<file path="src/rtl/rombi_pkg.sv">
package rombi_pkg;

  typedef enum logic [2:0] {
    RG_NONE,
    RG_REG,
    RG_BOOT,
    RG_ARRAY,
    RG_EMUL
  } region_e;

  localparam logic [5:0] OFF_CFG = 6'h00;
  localparam logic [5:0] OFF_BHI = 6'h04;
  localparam logic [5:0] OFF_BLO = 6'h06;
  localparam logic [5:0] OFF_BW0 = 6'h30;
  localparam logic [5:0] OFF_BW1 = 6'h32;
  localparam logic [5:0] OFF_BW2 = 6'h34;
  localparam logic [5:0] OFF_BW3 = 6'h36;

  localparam int CFG_STOP_BIT = 15;
  localparam int CFG_EMUL_BIT = 14;
  localparam int CFG_LOCK_BIT = 13;

  // computed array contents: word k -> low half of k*mul+add
  function automatic logic [15:0] rom_word(logic [15:0] idx, logic [15:0] mul,
                                           logic [15:0] add);
    logic [15:0] prod;
    prod = idx * mul;
    return prod + add;
  endfunction

endpackage

</file>
<file path="src/rtl/rombi_cfg_regs.sv">
module rombi_cfg_regs
  import rombi_pkg::*;
#(
  parameter int          ADDR_W   = 24,
  parameter int          ARRAY_AW = 10,
  parameter logic [ADDR_W-1:0] BASE_RST = 24'h004000,
  parameter bit          LOCK_DEF = 1'b0
) (
  input  logic              clk,
  input  logic              rst_n,
  input  logic              strap_stop,
  input  logic              strap_emu_in,
  input  logic              strap_emu_en,
  input  logic              wr_en,
  input  logic [5:0]        woff,
  input  logic [15:0]       wdata,
  output logic              stop_q,
  output logic              emul_q,
  output logic              lock_q,
  output logic [ADDR_W-1:0] base_q
);

  localparam int HI_W = ADDR_W - 16;
  localparam logic [15:0] LO_MASK = ~((16'(1) << ARRAY_AW) - 16'(1));
  localparam logic [ADDR_W-1:0] BASE_INIT = {BASE_RST[ADDR_W-1:16], BASE_RST[15:0] & LO_MASK};

  logic cfg_we, bhi_we, blo_we;

  always_comb begin
    cfg_we = wr_en && (woff == OFF_CFG);
    bhi_we = wr_en && (woff == OFF_BHI) && !lock_q;
    blo_we = wr_en && (woff == OFF_BLO) && !lock_q;
  end

  // flags are captured from strap lines for as long as reset is held
  always_ff @(posedge clk) begin
    if (!rst_n) begin
      stop_q <= ~strap_stop;
      emul_q <= ~(strap_emu_in | strap_emu_en);
      lock_q <= LOCK_DEF;
    end else if (cfg_we) begin
      stop_q <= wdata[CFG_STOP_BIT];
      emul_q <= wdata[CFG_EMUL_BIT];
      lock_q <= lock_q | wdata[CFG_LOCK_BIT];
    end
  end

  always_ff @(posedge clk) begin
    if (!rst_n) begin
      base_q <= BASE_INIT;
    end else begin
      if (bhi_we) base_q[ADDR_W-1:16] <= wdata[HI_W-1:0];
      if (blo_we) base_q[15:0]        <= wdata & LO_MASK;
    end
  end

endmodule

</file>
<file path="src/rtl/rombi_decode.sv">
module rombi_decode
  import rombi_pkg::*;
#(
  parameter int          ADDR_W   = 24,
  parameter int          ARRAY_AW = 10,
  parameter logic [ADDR_W-1:0] REG_BASE = 24'hFFF800,
  parameter bit          NO_BOOT  = 1'b0
) (
  input  logic [ADDR_W-1:0]        addr,
  input  logic [ADDR_W-ARRAY_AW-1:0] base_tag,
  input  logic                     stop,
  input  logic                     emul,
  output region_e                  rg
);

  logic reg_hit, boot_hit, arr_hit;

  always_comb begin
    reg_hit  = addr[ADDR_W-1:6] == REG_BASE[ADDR_W-1:6];
    boot_hit = addr[ADDR_W-1:3] == '0;
    arr_hit  = addr[ADDR_W-1:ARRAY_AW] == base_tag;
  end

  generate
    if (NO_BOOT) begin : g_noboot
      always_comb begin
        rg = RG_NONE;
        if (addr[0])                          rg = RG_NONE;
        else if (reg_hit)                     rg = RG_REG;
        else if (boot_hit)                    rg = RG_NONE;
        else if (arr_hit && !stop)            rg = emul ? RG_EMUL : RG_ARRAY;
      end
    end else begin : g_boot
      always_comb begin
        rg = RG_NONE;
        if (addr[0])                          rg = RG_NONE;
        else if (reg_hit)                     rg = RG_REG;
        else if (boot_hit)                    rg = stop ? RG_NONE : RG_BOOT;
        else if (arr_hit && !stop)            rg = emul ? RG_EMUL : RG_ARRAY;
      end
    end
  endgenerate

endmodule

</file>
<file path="src/rtl/rombi_rdmux.sv">
module rombi_rdmux
  import rombi_pkg::*;
#(
  parameter int          ADDR_W   = 24,
  parameter int          ARRAY_AW = 10,
  parameter logic [15:0] BOOT_W0  = 16'h0000,
  parameter logic [15:0] BOOT_W1  = 16'h2000,
  parameter logic [15:0] BOOT_W2  = 16'h0000,
  parameter logic [15:0] BOOT_W3  = 16'h0400,
  parameter logic [15:0] ROM_MUL  = 16'h9E37,
  parameter logic [15:0] ROM_ADD  = 16'h1234
) (
  input  region_e           rg,
  input  logic [4:0]        off_w,
  input  logic [ARRAY_AW-2:0] arr_idx,
  input  logic              stop_q,
  input  logic              emul_q,
  input  logic              lock_q,
  input  logic [ADDR_W-1:0] base_q,
  output logic [15:0]       rword
);

  logic [15:0] boot_word, reg_word, arr_word;
  logic [5:0]  off;

  always_comb begin
    off = {off_w, 1'b0};
    unique case (off_w[1:0])
      2'd0:    boot_word = BOOT_W0;
      2'd1:    boot_word = BOOT_W1;
      2'd2:    boot_word = BOOT_W2;
      default: boot_word = BOOT_W3;
    endcase
    case (off)
      OFF_CFG: reg_word = {stop_q, emul_q, lock_q, 13'd0};
      OFF_BHI: reg_word = {{(32-ADDR_W){1'b0}}, base_q[ADDR_W-1:16]};
      OFF_BLO: reg_word = base_q[15:0];
      OFF_BW0: reg_word = BOOT_W0;
      OFF_BW1: reg_word = BOOT_W1;
      OFF_BW2: reg_word = BOOT_W2;
      OFF_BW3: reg_word = BOOT_W3;
      default: reg_word = 16'd0;
    endcase
    arr_word = rom_word(16'(arr_idx), ROM_MUL, ROM_ADD);
    case (rg)
      RG_REG:   rword = reg_word;
      RG_BOOT:  rword = boot_word;
      RG_ARRAY: rword = arr_word;
      default:  rword = 16'd0;
    endcase
  end

endmodule

</file>
<file path="src/rtl/rombi_top.sv">
module rombi_top
  import rombi_pkg::*;
#(
  parameter int          ADDR_W   = 24,
  parameter int          ARRAY_AW = 10,
  parameter logic [ADDR_W-1:0] REG_BASE = 24'hFFF800,
  parameter logic [ADDR_W-1:0] BASE_RST = 24'h004000,
  parameter bit          LOCK_DEF = 1'b0,
  parameter bit          NO_BOOT  = 1'b0,
  parameter logic [15:0] BOOT_W0  = 16'h0000,
  parameter logic [15:0] BOOT_W1  = 16'h2000,
  parameter logic [15:0] BOOT_W2  = 16'h0000,
  parameter logic [15:0] BOOT_W3  = 16'h0400,
  parameter logic [15:0] ROM_MUL  = 16'h9E37,
  parameter logic [15:0] ROM_ADD  = 16'h1234
) (
  input  logic              clk,
  input  logic              rst_n,
  input  logic              strap_stop,
  input  logic              strap_emu_in,
  input  logic              strap_emu_en,
  input  logic [ADDR_W-1:0] addr,
  input  logic [15:0]       wdata,
  input  logic              rd,
  input  logic              wr,
  output logic              ack,
  output logic [15:0]       rdata,
  output logic              emul_sel
);

  logic              stop_q, emul_q, lock_q;
  logic [ADDR_W-1:0] base_q;
  region_e           rg;
  logic [15:0]       rword;
  logic              answerable;

  rombi_cfg_regs #(
    .ADDR_W(ADDR_W), .ARRAY_AW(ARRAY_AW), .BASE_RST(BASE_RST), .LOCK_DEF(LOCK_DEF)
  ) u_regs (
    .clk(clk), .rst_n(rst_n),
    .strap_stop(strap_stop), .strap_emu_in(strap_emu_in), .strap_emu_en(strap_emu_en),
    .wr_en(wr && (rg == RG_REG)), .woff(addr[5:0]), .wdata(wdata),
    .stop_q(stop_q), .emul_q(emul_q), .lock_q(lock_q), .base_q(base_q)
  );

  rombi_decode #(
    .ADDR_W(ADDR_W), .ARRAY_AW(ARRAY_AW), .REG_BASE(REG_BASE), .NO_BOOT(NO_BOOT)
  ) u_dec (
    .addr(addr), .base_tag(base_q[ADDR_W-1:ARRAY_AW]),
    .stop(stop_q), .emul(emul_q), .rg(rg)
  );

  rombi_rdmux #(
    .ADDR_W(ADDR_W), .ARRAY_AW(ARRAY_AW),
    .BOOT_W0(BOOT_W0), .BOOT_W1(BOOT_W1), .BOOT_W2(BOOT_W2), .BOOT_W3(BOOT_W3),
    .ROM_MUL(ROM_MUL), .ROM_ADD(ROM_ADD)
  ) u_mux (
    .rg(rg), .off_w(addr[5:1]), .arr_idx(addr[ARRAY_AW-1:1]),
    .stop_q(stop_q), .emul_q(emul_q), .lock_q(lock_q), .base_q(base_q),
    .rword(rword)
  );

  always_comb answerable = (rg == RG_REG) || (rg == RG_BOOT) || (rg == RG_ARRAY);

  // single registered answer stage: everything lands one clock after the strobe
  always_ff @(posedge clk) begin
    if (!rst_n) begin
      ack      <= 1'b0;
      rdata    <= 16'd0;
      emul_sel <= 1'b0;
    end else begin
      ack      <= (rd || wr) && answerable;
      rdata    <= (rd && answerable) ? rword : 16'd0;
      emul_sel <= (rd || wr) && (rg == RG_EMUL);
    end
  end

endmodule

</file>
<file path="config.mk">
export PLATFORM = sky130hd
export DESIGN_NAME = rombi_top
export DESIGN_NICKNAME = d
export VERILOG_FILES = /design/src/rtl/rombi_pkg.sv /design/src/rtl/rombi_cfg_regs.sv /design/src/rtl/rombi_decode.sv /design/src/rtl/rombi_rdmux.sv /design/src/rtl/rombi_top.sv
export SDC_FILE = /design/constraint.sdc
export NUM_CORES = 1
export LEC_CHECK = 0
export BUFFER_PORTS_ARGS = -buffer_cell sky130_fd_sc_hd__buf_2
export CORE_AREA = 4 4 99 101
export CTS_BUF_LIST = sky130_fd_sc_hd__clkbuf_2
export DETAILED_ROUTE_END_ITERATION = 8
export DIE_AREA = 0 0 103 105
export PLACE_DENSITY_LB_ADDON = 0.1
export SLEW_MARGIN = 20
export SYNTH_ARGS = -nofsm -noshare
export SYNTH_HDL_FRONTEND = slang
export SYNTH_HIERARCHICAL = 1
export SYNTH_SLANG_ARGS = --single-unit
export TNS_END_PERCENT = 50
</file>
<file path="constraint.sdc">
create_clock -name clk -period 6.6 [get_ports clk]
set_input_delay 1.32 -clock clk [delete_from_list [all_inputs] [get_ports clk]]
set_output_delay 1.32 -clock clk [all_outputs]
set_load 0.02 [all_outputs]
</file>
Word-level counts from Yosys, hierarchy flattened
Cells that the tools add are included.

Flip-flop bits (word level): 35. Bits of input ports: 47. Output and inout port bits: 18. Word-level logic and storage cells: 63.

Add/sub/neg operators: 1. $mul: 1. Equality and inequality tests: 15. Muxes and demuxes: 13. Bitwise gates (word level): 4. Reduce and logical (&&, ||, !) cells: 21.

Operators by type and width (count): $pmux W16 S5 (1); $pmux W16 S3 (1); $pmux W14 S2 (1); $logic_not A21 Y1 (1); $eq A18 B18 Y1 const B (1); $add A16 B13 Y16 const B (1); $mul A9 B16 Y16 const B (1); $mux W3 (5); $eq A14 B14 Y1 (1); $eq A6 B3 Y1 const B (2); $eq A5 B2 Y1 const B (2); $eq A5 B5 Y1 const B (2); $logic_and A1 B1 Y1 (10); $eq A3 B2 Y1 const B (2); $logic_not A6 Y1 (1); $logic_not A5 Y1 (1); $mux W1 (4); $eq A3 B1 Y1 const B (1); $eq A3 B3 Y1 const B (1); $logic_or A1 B1 Y1 (3); $eq A2 B1 Y1 const B (1); $eq A2 B2 Y1 const B (1); $logic_not A1 Y1 (2); $logic_not A2 Y1 (1); 6 further kinds (8).

Longest topological paths before layout
Gate-level depths: netlist of run 1.

Word-level depth: 11. Mapped depth: 16. Gate-level depth less buffers: 16.

Modules after synthesis
The synthesis of run 1 kept the hierarchy.

Modules (own cells, without submodules): rombi_rdmux (instances 1, cells an instance 245, area each 2240.9 µm², sequential area each 0.0 µm²); rombi_cfg_regs (instances 1, cells an instance 89, area each 803.3 µm², sequential area each 360.3 µm²); rombi_top (instances 1, cells an instance 43, area each 559.3 µm², sequential area each 360.3 µm²); rombi_decode (instances 1, cells an instance 42, area each 294.0 µm², sequential area each 0.0 µm²).

Worst setup path after synthesis of run 1
Ideal clock, no wire load.

Path kind: input -> register. Start: in addr[7]. End: reg rdata[12]. Setup time: 0.116 ns. Data arrival time: 5.183 ns. Data required time: 6.484 ns. Path slack: 1.302 ns. Stages: 14. Path buffers: 0. Cells stage by stage: fa_1 -> fa_1 -> fa_1 -> inv_1 -> fa_1 -> fa_1 -> inv_1 -> ha_1 -> a21oi_2 -> nor3b_2 -> a211oi_1 -> or3_1 -> a32o_1 -> and3_1.

Elaborated cells on any way between the ends: 15. Those cells by class: add/sub: 1; mul: 1; eq/ne: 4; mux: 4; reduce/logical: 5.

RTL lines: start: declaration (line rombi_top.sv:22) `input logic [ADDR_W-1:0] addr,`; parallel branches: the longest is 5 deep, another holds $mul A9 B16 Y16; $pmux W16 S3 (*) (line rombi_rdmux.sv:45) `case (rg)`; named net rword[12] (line rombi_top.sv:34) `logic [15:0] rword;`; end signal: assignment (line rombi_top.sv:73) `rdata <= (rd && answerable) ? rword : 16'd0;`; end: declaration (line rombi_top.sv:27) `output logic [15:0] rdata,`.

Mark *: on every way through the listed nets, which the timed path passes. A chain may end at the register's enable or synchronous reset.

Worst setup path in the final report of run 1
Same ends and word-level chain as after synthesis.

==> impl_table.tex, run 1 <==
\begin{tabular}{lr}
\hline
Metric & Value \\
\hline
\multicolumn{2}{l}{\textbf{Run status}} \\
\quad Run status & completed \\
\multicolumn{2}{l}{\textbf{Clock tree}} \\
\quad Max Buffers Root-to-Sink & 2 \\
\quad Number of buffers inserted by hold repair at cts & 0 \\
\quad CTS tree & built \\
\quad Total setup buffers inserted after CTS & 0 \\
\quad Clock Latency Late Sink & 390 ps \\
\quad Cell chosen for the clock root & sky130\_fd\_sc\_hd\_\_clkbuf\_2 \\
\quad Clock buffer count from CTS & 5 \\
\quad H-tree levels & 2 \\
\quad Number of sinks on the clock net & 35 \\
\quad Reg clk slew, reported paths & 190 ps \\
\quad Number of cells upsized or downsized after cts & 0 \\
\multicolumn{2}{l}{\textbf{Logic synthesis}} \\
\quad Post-synthesis share of cell area spent on xor and xnor gates & 0.0674 \\
\quad Share of synthesized flip-flops with an asynchronous set or reset & 0 \\
\quad Syn Area/Cell & 9.30 um2 \\
\quad Number of warnings issued by yosys & 6 \\
\quad Mux contribution to synthesized area & 0.0443 \\
\quad Area fraction in compound gates after synthesis & 0.109 \\
\quad Cell taking the most area after synthesis & sky130\_fd\_sc\_hd\_\_dfxtp\_1 \\
\quad Post-Syn Instances & 419 \\
\quad Main synth FF type & sky130\_fd\_sc\_hd\_\_dfxtp\_1 \\
\quad Register area share after synthesis & 0.185 \\
\quad Post-synthesis instance area & 3900 um2 \\
\quad Post-synthesis share of cell area spent on full adders, half adders and majority gates & 0.327 \\
\quad Post-synth EDFFs & 2 \\
\quad Simple-gate area share of the yosys netlist & 0.189 \\
\quad Combinational family with the most area after synthesis & adder cells \\
\quad Number of distinct standard cells referenced by the synthesized netlist & 60 \\
\quad Synth top area share & 0.170 \\
\quad Leading cell types by total area after synthesis & sky130\_fd\_sc\_hd\_\_dfxtp\_1, sky130\_fd\_sc\_hd\_\_fa\_1, sky130\_fd\_sc\_hd\_\_ha\_1, sky130\_fd\_sc\_hd\_\_inv\_1, sky130\_fd\_sc\_hd\_\_nand2\_1 \\
\quad Number of storage elements in the synthesis netlist & 35 \\
\multicolumn{2}{l}{\textbf{Timing}} \\
\quad Total Negative Setup Slacks & 0 ps \\
\quad Final setup violating endpoints & 0 \\
\quad Highest clock rate & 0.186 GHz \\
\quad Time the worst path needs with I/O delays and setup & 5360 ps \\
\quad RSZ-0062 raised after global routing & no \\
\quad Portion of the clock cycle consumed by the worst path in the final layout & 0.812 \\
\quad Count of pins over their slew limit & 0 \\
\quad Hold Violations, Final & 0 \\
\quad Transition at the pin with the smallest max-transition slack & 1000 ps \\
\quad Max-Slew Margin vs Limit & 0.332 \\
\quad Final setup skew & 20.2 ps \\
\quad Worst hold slack after final layout & 503 ps \\
\multicolumn{2}{l}{\textbf{Worst setup path}} \\
\quad Critical Setup Path Class & primary input to flop \\
\quad Crit path DAT & 5650 ps \\
\quad Master of the slowest instance on the critical path & sky130\_fd\_sc\_hd\_\_fa\_1 \\
\quad Worst-path cell chain & buf\_2 > fa\_1 > fa\_1 > fa\_1 > inv\_1 > fa\_1 > fa\_1 > inv\_1 > ha\_1 > a21oi\_2 > nor3b\_2 > a211oi\_1 > or3\_1 > a32o\_1 > and3\_1 \\
\quad Critical path fanouts, max & 8 \\
\quad Most common cell type on the critical path & sky130\_fd\_sc\_hd\_\_fa\_1 \\
\quad Worst setup EP type & flop \\
\quad Largest stage delay on the critical path & 520 ps \\
\quad CP startpoint kind & primary input \\
\quad Required @ worst endpoint & 6890 ps \\
\multicolumn{2}{l}{\textbf{Finish}} \\
\quad Antenna Cells & 0 \\
\quad Reg area & 721 um2 \\
\quad Share of post-route cells with drive strength above 1 & 0.207 \\
\quad Multi-input combinational cell area & 2910 um2 \\
\quad Relative area change from synthesis to final layout & 10.1\% \\
\quad Filler Cells Inserted & 907 \\
\quad Final nets & 607 \\
\multicolumn{2}{l}{\textbf{Floorplanning}} \\
\quad Initial core utilization & 0.432 \\
\quad Die area & 10800 um2 \\
\quad Die Width & 103 um \\
\quad Core area & 9020 um2 \\
\quad \# rows & 35 \\
\quad DIE HEIGHT & 105 um \\
\quad Number of top-level pins & 65 \\
\multicolumn{2}{l}{\textbf{Power and ir drop}} \\
\quad Max IR drop VDD & 0.125 mV \\
\quad Power density over the cells & 257 nW/um2 \\
\quad Pleak & 2.09 nW \\
\multicolumn{2}{l}{\textbf{Detailed routing}} \\
\quad Number of vias per cell & 5.32 \\
\quad Residual antenna-violating net count after detailed routing & 0 \\
\quad Total routed wirelength & 9.31 mm \\
\quad Wirelength per Cell & 15.8 um \\
\quad Vias after detailed routing & 3139 \\
\quad Remaining DRCs & 0 \\
\quad Drt first-iter violations & 164 \\
\quad First-pass DRT Iterations & 5 \\
\multicolumn{2}{l}{\textbf{Worst hold path}} \\
\quad Type of the tightest min-delay check & flop to flop \\
\multicolumn{2}{l}{\textbf{Placement}} \\
\quad Number of port buffers & 62 \\
\quad Weighted congestion at the end of routability-driven global placement & 0.877 \\
\quad Detail Placement HPWL & 7.59 mm \\
\multicolumn{2}{l}{\textbf{GRT}} \\
\quad Number of global-route vias before repair & 3135 \\
\quad Grt ovf & 0 \\
\quad Number of antenna violations at the first check in global routing & 0 \\
\quad GRT Overall Usage & 0.180 \\
\quad Largest net degree at the start of global routing & 35 \\
\quad Global-route wire length before repair & 15.5 mm \\
\multicolumn{2}{l}{\textbf{Run}} \\
\quad Number of maximum-capacitance violations & 0 \\
\hline
\end{tabular}
cell type report:
class | count | share of cell area
flip-flops and latches | 35 | 0.168
inverters | 46 | 0.0402
repair buffers | 62 | 0.0723
clock buffers | 5 | 0.00583
clock inverters | 3 | 0.00350
well taps | 111 | 0.0324
multi-input cells | 328 | 0.678
path summary, 6_finish.rpt:
kind,start,end,slack (ps),depth (start not counted)
min reg2reg,u_regs/lock_q,u_regs/lock_q,500,2
max reg2reg,u_regs/base_q[10],u_regs/base_q[20],2990,9
max,addr[7],rdata[12],1240,15
min,u_regs/lock_q,u_regs/lock_q,500,2
worst max-delay path: cells and delay by family:
kind,cells,cell delay [ps]
adders and majority gates,6,2760
and+or+nand+nor,3,730
AOI/OAI and AO/OA,3,560
buffers and inverters,3,270
power breakdown:
group          total (W)  switching, W  internal [W]
clock network   0.000100     0.0000760     0.0000243
registers       0.000216   0.000000986      0.000215
logic           0.000786      0.000443      0.000343
total            0.00110      0.000520      0.000582
per-layer routing:
metal / wire length [um] / GRT usage
met1: 4420 / 0.259
met2: 4350 / 0.283
met3: 407 / 0.0274
met4: 138 / 0.0370
met5: 0 / 0
stage by stage:
step                setup WS (ps)   util  cell area [um2]  total power [W]  std cells
floorplan                    1300      -             3930         0.000822        428
global placement              868  0.471             4250          0.00100        582
detailed placement            842  0.471             4250          0.00101        582
CTS                          1250  0.476             4290          0.00112        590
global route                 1010  0.476             4290          0.00124        590
finish                       1240  0.476             4290          0.00110        590
sequential cells by signal (all words and copies together) (netlist names):
register	cells
u_regs/stop_q	1
rdata	16
ack	1
u_regs/emul_q	1
emul_sel	1
u_regs/base_q	14
u_regs/lock_q	1
cells by family after synthesis:
kind of cell	count (synthesis)
compound gates	60
xor+xnor	30
fa+ha+maj	82
buf+inv	65
flops	35
mux	17
other cells	1
simple gates	129
layout by cell type, fill, tap and decap left out, types with 4 or more instances in the layout:
| master | count |
|---|---|
| sky130_fd_sc_hd__dfxtp_1 | 33 |
| sky130_fd_sc_hd__nor2b_1 | 4 |
| sky130_fd_sc_hd__a211oi_1 | 6 |
| sky130_fd_sc_hd__nand2_1 | 42 |
| sky130_fd_sc_hd__xnor2_1 | 12 |
| sky130_fd_sc_hd__a222oi_1 | 4 |
| sky130_fd_sc_hd__a21oi_1 | 5 |
| sky130_fd_sc_hd__and3_2 | 7 |
| sky130_fd_sc_hd__nor3_1 | 6 |
| sky130_fd_sc_hd__conb_1 | 10 |
| sky130_fd_sc_hd__o21ai_0 | 15 |
| sky130_fd_sc_hd__inv_1 | 46 |
| sky130_fd_sc_hd__a22oi_1 | 6 |
| sky130_fd_sc_hd__nand4_1 | 6 |
| sky130_fd_sc_hd__fa_1 | 33 |
| sky130_fd_sc_hd__or3_1 | 4 |
| sky130_fd_sc_hd__buf_2 | 62 |
| sky130_fd_sc_hd__nor4_1 | 6 |
| sky130_fd_sc_hd__clkbuf_2 | 5 |
| sky130_fd_sc_hd__ha_1 | 49 |
| sky130_fd_sc_hd__and3_1 | 11 |
| sky130_fd_sc_hd__mux2i_1 | 15 |
| sky130_fd_sc_hd__xor2_1 | 18 |
| sky130_fd_sc_hd__nor2_1 | 18 |
synthesized netlist by cell type, drive strengths merged (3+ instances only):
master and number:
a21o 3, nor2 18, fa 33, xor2 18, a31o 3, a21oi 7
clkbuf 3, and2 3, nand2 42, nor3 7, a211oi 6, nand4 6
a222oi 4, or3 4, nor4 9, buf 16, and3 18, o21ai 18
nor2b 5, ha 49, o21a 4, inv 46, nand3 3, mux2i 15
a22oi 6, dfxtp 33, xnor2 12
Power figures use the tool's default switching activity.
==> run 2: changes to the inputs <==
==> constraint.sdc (replaced) <==
create_clock -name clk -period 5.2 [get_ports clk]
set_input_delay 1.04 -clock clk [delete_from_list [all_inputs] [get_ports clk]]
set_output_delay 1.04 -clock clk [all_outputs]
set_load 0.02 [all_outputs]
==> run 2 against run 1 <==
Compared with the run above: via count increased by 1.5%; largest cell class unchanged; register-to-register slack got worse by 1100 ps; cell area increased by 7.1%; critical path type unchanged; count of clock-buffer cells in the layout unchanged; routed wire length increased by 3.8%; die area unchanged.
==> impl_table.tex, run 2 (synthesis results as in run 1) <==
\begin{tabular}{lr}
\hline
Metric & Value \\
\hline
\multicolumn{2}{l}{\textbf{Run status}} \\
\quad Run status & completed \\
\multicolumn{2}{l}{\textbf{GRT}} \\
\quad Number of global-route vias before repair & 3322 \\
\quad Grt ovf & 0 \\
\quad Global-route wire length before repair & 16.2 mm \\
\quad Largest net degree at the start of global routing & 35 \\
\quad GRT Overall Usage & 0.188 \\
\quad Number of antenna violations at the first check in global routing & 0 \\
\multicolumn{2}{l}{\textbf{Timing}} \\
\quad Hold Violations, Final & 0 \\
\quad Final worst-path setup slack & 310 ps \\
\quad Final setup violating endpoints & 0 \\
\quad Final setup skew & 19.8 ps \\
\quad Max-Slew Margin vs Limit & 0.405 \\
\quad Portion of the clock cycle consumed by the worst path in the final layout & 0.940 \\
\quad Worst hold slack after final layout & 495 ps \\
\quad RSZ-0062 raised after global routing & no \\
\quad Transition at the pin with the smallest max-transition slack & 884 ps \\
\quad Highest clock rate & 0.205 GHz \\
\quad Time the worst path needs with I/O delays and setup & 4890 ps \\
\quad Count of pins over their slew limit & 0 \\
\multicolumn{2}{l}{\textbf{Floorplanning}} \\
\quad DIE HEIGHT & 105 um \\
\quad Die Width & 103 um \\
\quad Initial core utilization & 0.432 \\
\quad Core area & 9020 um2 \\
\quad Die area & 10800 um2 \\
\quad \# rows & 35 \\
\quad Number of top-level pins & 65 \\
\multicolumn{2}{l}{\textbf{Power and ir drop}} \\
\quad Max IR drop VDD & 0.179 mV \\
\quad Fraction of power consumed by sequential logic & 0.163 \\
\quad Power density over the cells & 366 nW/um2 \\
\quad Switching share of power & 0.426 \\
\quad Cell-internal power & 0.000968 W \\
\quad Pleak & 2.27 nW \\
\quad Net Switching & 0.000718 W \\
\quad Share of total power in the clock network & 0.137 \\
\quad Logic gate share of total power & 0.701 \\
\multicolumn{2}{l}{\textbf{Finish}} \\
\quad Register with the most flip-flops & rdata \\
\quad Most used cells in the layout excluding fill and tap cells & sky130\_fd\_sc\_hd\_\_buf\_2, sky130\_fd\_sc\_hd\_\_ha\_1, sky130\_fd\_sc\_hd\_\_inv\_1 \\
\quad Largest registers & rdata (16), u\_regs/base\_q (14) \\
\quad Share of post-route cells with drive strength above 1 & 0.259 \\
\quad Final nets & 641 \\
\quad Antenna Cells & 0 \\
\quad Max FFs per register & 16 \\
\quad Most common cell after layout, fill and taps aside & sky130\_fd\_sc\_hd\_\_buf\_2 \\
\quad Filler Cells Inserted & 896 \\
\quad Finished layout cell area & 4600 um2 \\
\quad Relative area change from synthesis to final layout & 18.0\% \\
\multicolumn{2}{l}{\textbf{Detailed routing}} \\
\quad Residual antenna-violating net count after detailed routing & 0 \\
\quad Vias after detailed routing & 3187 \\
\quad Met3 wire len & 520 um \\
\quad Wirelength per Cell & 15.5 um \\
\quad Post-Route M1 WL & 4.50 mm \\
\quad First-pass DRT Iterations & 4 \\
\quad Remaining DRCs & 0 \\
\quad Highest routing layer actually used & met4 \\
\quad Met2 routed WL & 4.57 mm \\
\quad Drt first-iter violations & 102 \\
\quad Number of vias per cell & 5.11 \\
\quad Total routed wirelength & 9.67 mm \\
\multicolumn{2}{l}{\textbf{Worst setup path}} \\
\quad Critical Setup Path Class & primary input to flop \\
\quad Worst setup EP type & flop \\
\quad Crit path DAT & 5190 ps \\
\quad CP startpoint kind & primary input \\
\quad Required @ worst endpoint & 5500 ps \\
\quad Critical path fanouts, max & 3 \\
\quad FF-to-FF path depth & 11 \\
\multicolumn{2}{l}{\textbf{Clock tree}} \\
\quad Clock Latency Late Sink & 380 ps \\
\quad Cell chosen for the clock root & sky130\_fd\_sc\_hd\_\_clkbuf\_2 \\
\quad Number of cells upsized or downsized after cts & 0 \\
\quad Clock buffer count from CTS & 5 \\
\quad H-tree levels & 2 \\
\quad Max Buffers Root-to-Sink & 2 \\
\quad Number of buffers inserted by hold repair at cts & 0 \\
\quad Total setup buffers inserted after CTS & 0 \\
\quad CTS tree & built \\
\quad Reg clk slew, reported paths & 200 ps \\
\quad Number of sinks on the clock net & 35 \\
\multicolumn{2}{l}{\textbf{Placement}} \\
\quad Detail Placement HPWL & 8.33 mm \\
\quad Place WS & -128 ps \\
\quad Weighted congestion at the end of routability-driven global placement & 0.889 \\
\quad Number of port buffers & 62 \\
\quad Placed inst area & 4510 um2 \\
\multicolumn{2}{l}{\textbf{Worst hold path}} \\
\quad Count of cells along the worst hold path & 2 \\
\quad Type of the tightest min-delay check & flop to flop \\
\multicolumn{2}{l}{\textbf{Run}} \\
\quad Number of maximum-capacitance violations & 0 \\
\hline
\end{tabular}
==> run 2: through the flow <==
step           setup TNS [ps]   util  std cells  power (W)
2_1_floorplan               0      -        428    0.00104
3_3_place_gp             -319  0.500        616    0.00145
3_5_place_dp             -368  0.500        616    0.00147
4_1_cts                     0  0.510        624    0.00171
5_1_grt                     0  0.510        624    0.00187
6_report                    0  0.510        624    0.00169
==> run 2: worst paths after layout <==
check / start / end / slack, ps
max: addr[7] / rdata[12] / 310
min: u_regs/lock_q / u_regs/lock_q / 490
max reg2reg: u_regs/base_q[12] / rdata[2] / 1940
min reg2reg: u_regs/lock_q / u_regs/lock_q / 490
==> run 2: layout make-up <==
| cell class | instances | area, um2 | area share |
|---|---|---|---|
| multi-input cells | 328 | 2910 | 0.633 |
| flip-flops and latches | 35 | 721 | 0.157 |
| repair buffers | 96 | 566 | 0.123 |
| inverters | 46 | 173 | 0.0376 |
| well taps | 111 | 139 | 0.0302 |
| clock inverters | 3 | 66.3 | 0.0144 |
| clock buffers | 5 | 25.0 | 0.00544 |
==> run 2: worst max-delay path: stages <==
cell	delay, ps
sky130_fd_sc_hd__buf_2	110
sky130_fd_sc_hd__fa_1	500
sky130_fd_sc_hd__fa_1	520
sky130_fd_sc_hd__fa_1	490
sky130_fd_sc_hd__inv_1	50
sky130_fd_sc_hd__fa_1	380
sky130_fd_sc_hd__fa_1	530
sky130_fd_sc_hd__inv_1	40
sky130_fd_sc_hd__ha_1	300
sky130_fd_sc_hd__a21oi_2	180
sky130_fd_sc_hd__nor3b_2	250
sky130_fd_sc_hd__a211oi_1	110
sky130_fd_sc_hd__or3_1	320
sky130_fd_sc_hd__a32o_1	240
sky130_fd_sc_hd__and3_1	140
==> run 2: power by group through the flow <==
stage / clock, W / combinational (W) / sequential, W
6_report: 0.000230 / 0.00118 / 0.000274
5_1_grt: 0.000247 / 0.00134 / 0.000275
4_1_cts: 0.000235 / 0.00120 / 0.000274
3_5_place_dp: 0 / 0.00119 / 0.000280
3_3_place_gp: 0 / 0.00117 / 0.000280
2_1_floorplan: 0 / 0.000765 / 0.000279
==> run 2: metal layers <==
layer  vias to the layer above  GRT usage
met5                         -          0
met4                         0     0.0259
met3                         8     0.0320
met2                        73      0.305
met1                      1493      0.267
li1                       1613          -
==> run 3: changes to the inputs <==
--- a/config.mk
+++ b/config.mk
@@ -5,11 +5,11 @@
 export SDC_FILE = /design/constraint.sdc
 export NUM_CORES = 1
 export LEC_CHECK = 0
-export BUFFER_PORTS_ARGS = -buffer_cell sky130_fd_sc_hd__buf_2
 export CORE_AREA = 4 4 99 101
 export CTS_BUF_LIST = sky130_fd_sc_hd__clkbuf_2
 export DETAILED_ROUTE_END_ITERATION = 8
 export DIE_AREA = 0 0 103 105
+export DONT_BUFFER_PORTS = 1
 export PLACE_DENSITY_LB_ADDON = 0.1
 export SLEW_MARGIN = 20
 export SYNTH_ARGS = -nofsm -noshare
==> run 3 against run 2 <==
Compared with the run above: highest routed layer unchanged; largest cell class unchanged; sequential power about the same; combinational power fell by 17%; maximum frequency rose by 1.8%; critical path depth decreased by 1; flip-flop and latch count unchanged; core utilization decreased by 6.4 points; clock skew is 11 ps lower; count of clock-buffer cells in the layout unchanged; largest power group unchanged; worst setup slack better by 85 ps.
==> impl_table.tex, run 3 (synthesis results as in run 1) <==
\begin{tabular}{lr}
\hline
Metric & Value \\
\hline
\multicolumn{2}{l}{\textbf{Timing}} \\
\quad Max-Slew Margin vs Limit & 0.386 \\
\quad Transition at the pin with the smallest max-transition slack & 911 ps \\
\quad Portion of the clock cycle consumed by the worst path in the final layout & 0.924 \\
\quad Final setup skew & 8.59 ps \\
\quad Hold Violations, Final & 0 \\
\quad Final setup violating endpoints & 0 \\
\quad Time the worst path needs with I/O delays and setup & 4800 ps \\
\quad Count of pins over their slew limit & 0 \\
\quad RSZ-0062 raised after global routing & no \\
\quad Final worst-path setup slack & 396 ps \\
\quad Highest clock rate & 0.208 GHz \\
\multicolumn{2}{l}{\textbf{Worst setup path}} \\
\quad Most common cell type on the critical path & sky130\_fd\_sc\_hd\_\_fa\_1 \\
\quad Worst-path cell chain & fa\_1 > fa\_1 > fa\_1 > inv\_1 > fa\_1 > fa\_1 > inv\_1 > ha\_1 > a21oi\_2 > nor3b\_2 > a211oi\_1 > or3\_1 > a31o\_2 > and3\_1 \\
\quad Crit path DAT & 5100 ps \\
\quad Worst setup EP type & flop \\
\quad Buffers \& Inverters on Critical Path & 2 \\
\quad CP startpoint kind & primary input \\
\quad Master of the slowest instance on the critical path & sky130\_fd\_sc\_hd\_\_fa\_1 \\
\quad Largest stage delay on the critical path & 520 ps \\
\quad Critical Setup Path Class & primary input to flop \\
\quad Required @ worst endpoint & 5500 ps \\
\quad Largest delay share family, worst path & adder cells \\
\quad Critical path fanouts, max & 8 \\
\multicolumn{2}{l}{\textbf{Finish}} \\
\quad Relative area change from synthesis to final layout & 3.15\% \\
\quad Most used cells in the layout excluding fill and tap cells & sky130\_fd\_sc\_hd\_\_ha\_1, sky130\_fd\_sc\_hd\_\_inv\_1, sky130\_fd\_sc\_hd\_\_nand2\_1 \\
\quad Max FFs per register & 16 \\
\quad Largest registers & rdata (16), u\_regs/base\_q (14) \\
\quad Antenna Cells & 0 \\
\quad Most common cell after layout, fill and taps aside & sky130\_fd\_sc\_hd\_\_ha\_1 \\
\quad Share of post-route cells with drive strength above 1 & 0.0907 \\
\quad Filler Cells Inserted & 898 \\
\quad Final nets & 547 \\
\quad Final Core Density & 0.446 \\
\quad Register with the most flip-flops & rdata \\
\multicolumn{2}{l}{\textbf{Floorplanning}} \\
\quad DIE HEIGHT & 105 um \\
\quad \# rows & 35 \\
\quad Initial core utilization & 0.432 \\
\quad Number of top-level pins & 65 \\
\quad Core area & 9020 um2 \\
\quad Die area & 10800 um2 \\
\quad Die Width & 103 um \\
\multicolumn{2}{l}{\textbf{Clock tree}} \\
\quad Reg clk slew, reported paths & 190 ps \\
\quad Number of buffers inserted by hold repair at cts & 0 \\
\quad Clock Latency Late Sink & 380 ps \\
\quad Clock buffer count from CTS & 5 \\
\quad Max Buffers Root-to-Sink & 2 \\
\quad Number of sinks on the clock net & 35 \\
\quad H-tree levels & 2 \\
\quad Cell chosen for the clock root & sky130\_fd\_sc\_hd\_\_clkbuf\_2 \\
\quad CTS tree & built \\
\quad Number of cells upsized or downsized after cts & 0 \\
\quad Total setup buffers inserted after CTS & 0 \\
\multicolumn{2}{l}{\textbf{Placement}} \\
\quad Detail Placement HPWL & 7.49 mm \\
\quad Number of port buffers & 0 \\
\quad Place WS & 2.71 ps \\
\quad Weighted congestion at the end of routability-driven global placement & 0.823 \\
\multicolumn{2}{l}{\textbf{Detailed routing}} \\
\quad Residual antenna-violating net count after detailed routing & 0 \\
\quad Drt first-iter violations & 146 \\
\quad Remaining DRCs & 0 \\
\quad Number of vias per cell & 5.40 \\
\quad Wirelength per Cell & 17.3 um \\
\quad First-pass DRT Iterations & 5 \\
\quad Total routed wirelength & 9.18 mm \\
\quad Vias after detailed routing & 2861 \\
\multicolumn{2}{l}{\textbf{GRT}} \\
\quad GRT Overall Usage & 0.178 \\
\quad Largest net degree at the start of global routing & 35 \\
\quad Grt ovf & 0 \\
\quad Number of global-route vias before repair & 2938 \\
\quad Global-route wire length before repair & 15.1 mm \\
\quad Number of antenna violations at the first check in global routing & 0 \\
\multicolumn{2}{l}{\textbf{Power and ir drop}} \\
\quad Max IR drop VDD & 0.160 mV \\
\quad Power density over the cells & 354 nW/um2 \\
\quad Pleak & 1.83 nW \\
\multicolumn{2}{l}{\textbf{Run status}} \\
\quad Run status & completed \\
\multicolumn{2}{l}{\textbf{Run}} \\
\quad Number of maximum-capacitance violations & 0 \\
\multicolumn{2}{l}{\textbf{Worst hold path}} \\
\quad Type of the tightest min-delay check & flop to flop \\
\hline
\end{tabular}
-- run 3: cell type report --
cell class                 instances  area (um2)  area share
clock buffer                       5        25.0     0.00622
clock inverter                     3        38.8     0.00965
inverter                          46         173      0.0430
multi-input combinational        328        2910       0.724
sequential                        35         721       0.179
tap                              111         139      0.0345
timing repair buffer               2        15.0     0.00373
-- run 3: routing by layer --
layer / GRT usage / vias up / part of all wire
met1: 0.246 / 1353 / 0.46
met5: 0 / - / 0
met4: 0.0231 / 0 / 0.0097
li1: - / 1429 / -
met3: 0.0481 / 13 / 0.057
met2: 0.285 / 66 / 0.47
-- run 3: path summary, 6_finish.rpt --
check / start / end / slack [ps] / cells past startpoint
worst min register to register: u_regs/lock_q / u_regs/lock_q / 490 / 2
worst min-delay path: u_regs/lock_q / u_regs/lock_q / 490 / 2
worst max register to register: u_regs/base_q[10] / rdata[11] / 1810 / 11
worst max-delay path: addr[7] / rdata[14] / 400 / 14
-- run 3: worst min-delay path: stages (launching register included) --
cell and delay (ps):
sky130_fd_sc_hd__dfxtp_1 370, sky130_fd_sc_hd__nand2_1 70, sky130_fd_sc_hd__o21ai_2 40
-- run 3: stage by stage --
step | setup TNS, ps | instances | total power (W) | cell area, um2 | hold slack, ps
detailed placement | 0 | 522 | 0.00126 | 3960 | 473
global placement | -3.61 | 522 | 0.00126 | 3960 | 470
CTS | 0 | 530 | 0.00144 | 4020 | 493
floorplan | 0 | 428 | 0.00104 | 3930 | 452
global route | 0 | 530 | 0.00159 | 4020 | 516
finish | 0 | 530 | 0.00142 | 4020 | 493
-- run 3: where the power goes --
| part | switching (W) | internal [W] | total (W) |
|---|---|---|---|
| combinational | 0.000536 | 0.000438 | 0.000974 |
| clock | 0.0000959 | 0.0000791 | 0.000175 |
| sequential | 0.00000128 | 0.000273 | 0.000274 |
| total | 0.000634 | 0.000790 | 0.00142 |
